==> src/rtl/usb_susp_ind_pkg.sv <==
package usb_susp_ind_pkg;
    typedef enum logic [1:0] {
        ST_UNCONF    = 2'd0,
        ST_AWAKE     = 2'd1,
        ST_SUSPENDED = 2'd2
    } susp_state_e;

    localparam int unsigned N_EXIT = 3;

    function automatic logic state_asserted(susp_state_e s);
        return (s != ST_AWAKE);
    endfunction
endpackage

==> src/rtl/usb_susp_evt.sv <==
module usb_susp_evt #(
    parameter int unsigned N_EXIT = 3
) (
    input  logic [N_EXIT-1:0] exit_vec,
    input  logic              susp_in,
    output logic              any_exit,
    output logic              sleep_req
);
    logic [N_EXIT:0] chain;

    assign chain[0] = 1'b0;
    for (genvar g = 0; g < N_EXIT; g++) begin : g_or
        assign chain[g+1] = chain[g] | exit_vec[g];
    end

    assign any_exit  = chain[N_EXIT];
    assign sleep_req = susp_in & ~chain[N_EXIT];
endmodule

==> src/rtl/usb_susp_fsm.sv <==
module usb_susp_fsm
    import usb_susp_ind_pkg::*;
(
    input  logic        clk,
    input  logic        rst_n,
    input  logic        cfg_done,
    input  logic        sleep_req,
    input  logic        any_exit,
    output susp_state_e state_q,
    output susp_state_e state_d
);
    always_comb begin
        state_d = state_q;
        unique case (state_q)
            ST_UNCONF:    if (cfg_done)  state_d = ST_AWAKE;
            ST_AWAKE:     if (sleep_req) state_d = ST_SUSPENDED;
            ST_SUSPENDED: if (any_exit)  state_d = ST_AWAKE;
            default:                     state_d = ST_UNCONF;
        endcase
    end

    always_ff @(posedge clk) begin
        if (!rst_n) state_q <= ST_UNCONF;
        else        state_q <= state_d;
    end
endmodule

==> src/rtl/usb_susp_drv.sv <==
module usb_susp_drv
    import usb_susp_ind_pkg::*;
(
    input  logic        clk,
    input  logic        rst_n,
    input  susp_state_e state_d,
    output logic        pin_hi,
    output logic        pin_lo
);
    logic asserted_d;

    always_comb asserted_d = state_asserted(state_d);

    always_ff @(posedge clk) begin
        if (!rst_n) begin
            pin_hi <= 1'b1;
            pin_lo <= 1'b0;
        end else begin
            pin_hi <= asserted_d;
            pin_lo <= ~asserted_d;
        end
    end
endmodule

==> src/rtl/usb_susp_ind.sv <==
module usb_susp_ind
    import usb_susp_ind_pkg::*;
(
    input  logic clk,
    input  logic rst_n,
    input  logic cfg_done,
    input  logic bus_susp,
    input  logic resume_det,
    input  logic resume_gen,
    input  logic bus_rst,
    output logic susp_hi,
    output logic susp_lo
);
    logic [N_EXIT-1:0] exit_vec;
    logic              any_exit;
    logic              sleep_req;
    susp_state_e       state_q;
    susp_state_e       state_d;

    assign exit_vec = {bus_rst, resume_gen, resume_det};

    usb_susp_evt #(.N_EXIT(N_EXIT)) u_evt (
        .exit_vec  (exit_vec),
        .susp_in   (bus_susp),
        .any_exit  (any_exit),
        .sleep_req (sleep_req)
    );

    usb_susp_fsm u_fsm (
        .clk       (clk),
        .rst_n     (rst_n),
        .cfg_done  (cfg_done),
        .sleep_req (sleep_req),
        .any_exit  (any_exit),
        .state_q   (state_q),
        .state_d   (state_d)
    );

    usb_susp_drv u_drv (
        .clk     (clk),
        .rst_n   (rst_n),
        .state_d (state_d),
        .pin_hi  (susp_hi),
        .pin_lo  (susp_lo)
    );
endmodule

==> config.mk <==
export PLATFORM = sky130hd
export DESIGN_NAME = usb_susp_ind
export DESIGN_NICKNAME = d
export VERILOG_FILES = /design/src/rtl/usb_susp_ind_pkg.sv /design/src/rtl/usb_susp_evt.sv /design/src/rtl/usb_susp_fsm.sv /design/src/rtl/usb_susp_drv.sv /design/src/rtl/usb_susp_ind.sv
export SDC_FILE = /design/constraint.sdc
export NUM_CORES = 1
export LEC_CHECK = 0
export CAP_MARGIN = 20
export CELL_PAD_IN_SITES_DETAIL_PLACEMENT = 1
export CELL_PAD_IN_SITES_GLOBAL_PLACEMENT = 1
export CORE_AREA = 2 2 39 41
export DETAILED_ROUTE_END_ITERATION = 8
export DIE_AREA = 0 0 41 43
export GPL_ROUTABILITY_DRIVEN = 0
export PLACE_DENSITY = 0.5
export SKIP_LAST_GASP = 1
export SYNTH_ARGS = -nofsm -noshare
export SYNTH_HDL_FRONTEND = slang
export SYNTH_SLANG_ARGS = --single-unit
export TNS_END_PERCENT = 20
==> constraint.sdc <==
create_clock -name clk -period 1.95 [get_ports clk]
set_input_delay 0.195 -clock clk [delete_from_list [all_inputs] [get_ports clk]]
set_output_delay 0.195 -clock clk [all_outputs]
set_load 0.02 [all_outputs]
# --- Word level (Yosys, flattened, before mapping) ---
# Cells that the tools add are included.
word_totals:
  register_bits: 4
  input_bits: 7
  wordCells: 16
classes:
  eq_ne: 3
  mux: 4
  n_bitwise: 5
  n_reduce_logical: 1
op_table:
  columns: ["operator", "count"]
  rows:
  - ["$mux 2", 3]
  - ["$pmux 2 s3", 1]
  - ["$eq 2x1->1 const B", 1]
  - ["$eq 2x2->1 const B", 1]
  - ["$logic_not 2->1", 1]
  - ["$ne 2x1->1 const B", 1]
  - ["$not 1->1", 2]
  - ["$or 1x1->1", 2]
  - ["$and 1x1->1", 1]

# --- Logic depth before layout (Yosys ltp) ---
depth:
  depth_word: 8
  ltp_mapped: 3
  mapped_depth_nobuf: 3

# --- Hierarchy ---
# From an unflattened synthesis, not the netlist that was laid out.
unflattened:
  hier_cells: 19
  hier_area_um2: 180.2
modules_own_cells:
  columns: ["module", "instances", "cells_per_inst", "area_each_um2"]
  rows:
  - ["usb_susp_fsm", 1, 13, 108.9]
  - ["usb_susp_drv", 1, 4, 56.3]
  - ["usb_susp_evt", 1, 2, 15.0]

# --- Worst setup path before layout ---
# Ideal clock, no wire load.
synth_timing:
  path_kind: "reg2reg"
  from: "reg u_fsm.state_q[1]"
  to: "reg u_drv.pin_hi"
  arrival_time_ns: 0.808
  required_ns: 1.828
  setup_slack_ns: 1.021
  stages_incl_launch_ff: 3
  synth_period_minus_slack_ns: 0.929
  path_cell_list: "dfxtp_1 -> a21o_2 -> a221o_1"
synth_via:
  elab_chain_cells: 3
  elab_cells_between_ends: 8
synth_rtl:
  columns: ["element", "line_no", "source"]
  rows:
  - ["start, declared", "usb_susp_fsm.sv:9", "output susp_state_e state_q,"]
  - ["start signal, assigned", "usb_susp_fsm.sv:24", "else state_q <= state_d;"]
  - ["$eq 2x2->1, or another cell as far along", "usb_susp_fsm.sv:14", "unique case (state_q)"]
  - ["$pmux 2 s3 (*)", "usb_susp_fsm.sv:14", null]
  - ["$ne 2x1->1 (*)", "usb_susp_ind_pkg.sv:11", "return (s != ST_AWAKE);"]
  - ["end signal, assigned", "usb_susp_drv.sv:19", "pin_hi <= asserted_d;"]
  - ["end, declared", "usb_susp_drv.sv:7", "output logic pin_hi,"]
# Mark *: on every way between the ends. The rest lies on a longest branch, timed or not.
# A chain may end at the register's enable or synchronous reset.

# --- Worst setup path after layout ---
layout_timing:
  from: "reg u_drv.pin_hi"
  to: "out susp_hi"
layout_rtl:
  columns: ["element", "line_no", "source"]
  rows:
  - ["end, declared", "usb_susp_ind.sv:11", "output logic susp_hi,"]
# No word-level cell between the ends.

==> out/results.tsv <==
metric	value	unit
Yosys top cell area share	51.6	%
Compound-Gate Fraction of Synth Area	28.2	%
Avg Cell Area, Syn	11.9	um^2
Routed Wire Length	414	um
Inserted Clock Buffers	3	
worst min-delay path category	flop to flop	
Synth Area in XOR/XNOR	0	%
Critical R2R Launch	u_fsm.state_q[1]$_SDFF_PN0_	
Hold EP	u_fsm.state_q[0]$_SDFF_PN0_	
Min-Delay Path Depth	1	
Final ANT Viol Nets	0	
Initial Util	11.2	%
r2r worst-path depth	2	
Startpoint Class	flop	
Synth area leader	dfxtp_1	
setup violators final	0	
Final nets	33	
Port Buf Inserts	8	
Die Y	43	um
critical path data arrival time	1120	ps
minimum clock period	1320	ps
Buf/Inv on CP	1	
vias in the first global route	188	
worst endpoint required time	1750	ps
area grow syn2layout	79.0	%
critical path endpoint category	output port	
Total Neg Setup Slack	0	ps
fin crit share	67.7	%
worst skew pair latency	230	ps
Final Max Tran Viols	0	
main combinational cell family by area after synthesis	compound AO/OA/AOI/OAI gates	
adder-cell area share of the yosys netlist	0	%
register area share after synthesis	51.6	%
Slew HR	75.6	%
syn_nets	20	
post-synthesis mux area share	6.45	%
Critical Path Max Stage Delay	590	ps
Core Region	0.00138	mm^2
CTS clk-pin slew, worst paths	40	ps
initial antenna violation count	0	
Fill cells	162	
global-route wire length before repair	738	um
ANT cells	0	
Synth Instances	13	
Worst Max-Slew Pin Slew	364	ps
Setup WS post-layout	631	ps
Synth Register Bits	4	
Final Hold Violating Endpoints	0	
leak pwr	0.107	nW
vias post-DR	156	
CTS tree	yes	
synthesized cell area	155	um^2
Cell Chain, Critical Path	clkdlybuf4s50_1	
CTS Sinks	4	
slowest cell on the critical path	clkdlybuf4s50_1	
hold_sp	u_fsm.state_q[0]$_SDFF_PN0_	
worst slack at placement	571	ps
Distinct cells, synth	9	
largest net degree at the start of global routing	7	
PostCTS Resize Cnt	0	
die width	41	um
Crit Reg-Reg Endpoint	u_drv.pin_hi$_SDFF_PN1_	
Via density	3.90	
total track usage	7.02	%
ranking of synthesized cells by area	dfxtp_1 52%, a221oi_1 11%, a221o_1 6.5%	
wire per inst	10.4	um
worst-path fanout max	1	
Post-Synth Simple-Gate Area	13.7	%
H-tree Lvls	1	
Post-CTS Hold Buffers	0	
Residual DRC	0	
Ports	9	
highest clock rate	758	MHz
max_cap viols	0	
root buffer cell	clkbuf_4	
clk_skew	2.98	ps
die area	0.00176	mm^2
kind of critical path	flop to output port	
RSZ-0062 raised after global routing	no	
Power Density	816	mW/mm^2
synth warn	0	
total gr overflow	0	
FF-to-FF setup slack	970	ps
row cnt	14	
Min Hold Slack	572	ps
Peak VDD IR	0.129	mV
DRT Pass-1 Iters	2	
Iter 0 DRT Violations	3	
cell family with most CP delay	buffers and inverters	
share of cells above drive strength 1	25.0	%
status	finished, final reports clean	
Clock Tree Buf Depth	2	
Setup Buffers After CTS	0	
[synthesized netlist by cell type]
master    count
nor3_2        1
a221oi_1      2
o31ai_1       1
nand2_1       1
a21o_2        1
a221o_1       1
mux2i_1       1
and3_2        1
dfxtp_1       4
[cell usage in the layout (no fill, tap or decap), drive strengths merged]
cell type      synthesis  final
clkdlybuf4s50          0      8
dfxtp                  4      4
clkbuf                 0      3
a221oi                 2      2
nor3                   1      1
a21o                   1      1
o31ai                  1      1
a221o                  1      1
nand2                  1      1
mux2i                  1      1
and3                   1      1
[flip-flops by register name, indices dropped and copies added (netlist names)]
name           count
u_fsm.state_q      2
u_drv.pin_lo       1
u_drv.pin_hi       1
[layer usage]
layer	wire length [um]	track usage (%)	vias to the layer above
met3	55	5.24	0
met5	0	0	-
li1	-	-	78
met4	0	8.00	0
met1	182	6.41	69
met2	176	8.75	9
[layout make-up]
cell class	instances	area, um^2	share of cell area, %
sequential	4	80.1	28.8
timing repair buffer	8	80.1	28.8
multi-input combinational	9	75.1	27.0
clock buffer	3	22.5	8.11
tap	16	20.0	7.21
[through the flow]
stage / power [W] / cells / util [%] / cell area [um^2]
after floorplan: 0.000103 / 13 / - / 155
after global placement: 0.000123 / 37 / 18.4 / 255
after detailed placement: 0.000125 / 37 / 18.4 / 255
after CTS: 0.000237 / 40 / 20.1 / 278
after global routing: 0.000244 / 40 / 20.1 / 278
final: 0.000227 / 40 / 20.1 / 278
[cells by family (layout without fill, tap and decap cells)]
family,after synthesis,in the layout
buffers and inverters,0,11
and+or+nand+nor,3,3
AOI/OAI and AO/OA,5,5
muxes,1,1
DFF,4,4
[where the power goes]
part	switching (W)	total [W]	internal [W]
Clock	0.0000346	0.000104	0.0000689
Sequential	0.00000346	0.0000907	0.0000872
Combinational	0.0000119	0.0000323	0.0000205
Total	0.0000499	0.000227	0.000177
[worst max-delay path by stage]
stage | from | end | slack (ps) | cells past startpoint
after global routing | u_drv.pin_lo$_SDFF_PN0_ | susp_lo | 580 | 1
after global placement | resume_gen | u_drv.pin_hi$_SDFF_PN1_ | 590 | 4
final | u_drv.pin_hi$_SDFF_PN1_ | susp_hi | 630 | 1
after floorplan | u_fsm.state_q[1]$_SDFF_PN0_ | u_drv.pin_hi$_SDFF_PN1_ | 1020 | 2
after CTS | u_drv.pin_hi$_SDFF_PN1_ | susp_hi | 610 | 1
after detailed placement | resume_det | u_drv.pin_hi$_SDFF_PN1_ | 570 | 4
(Power assumes the default switching activity.)
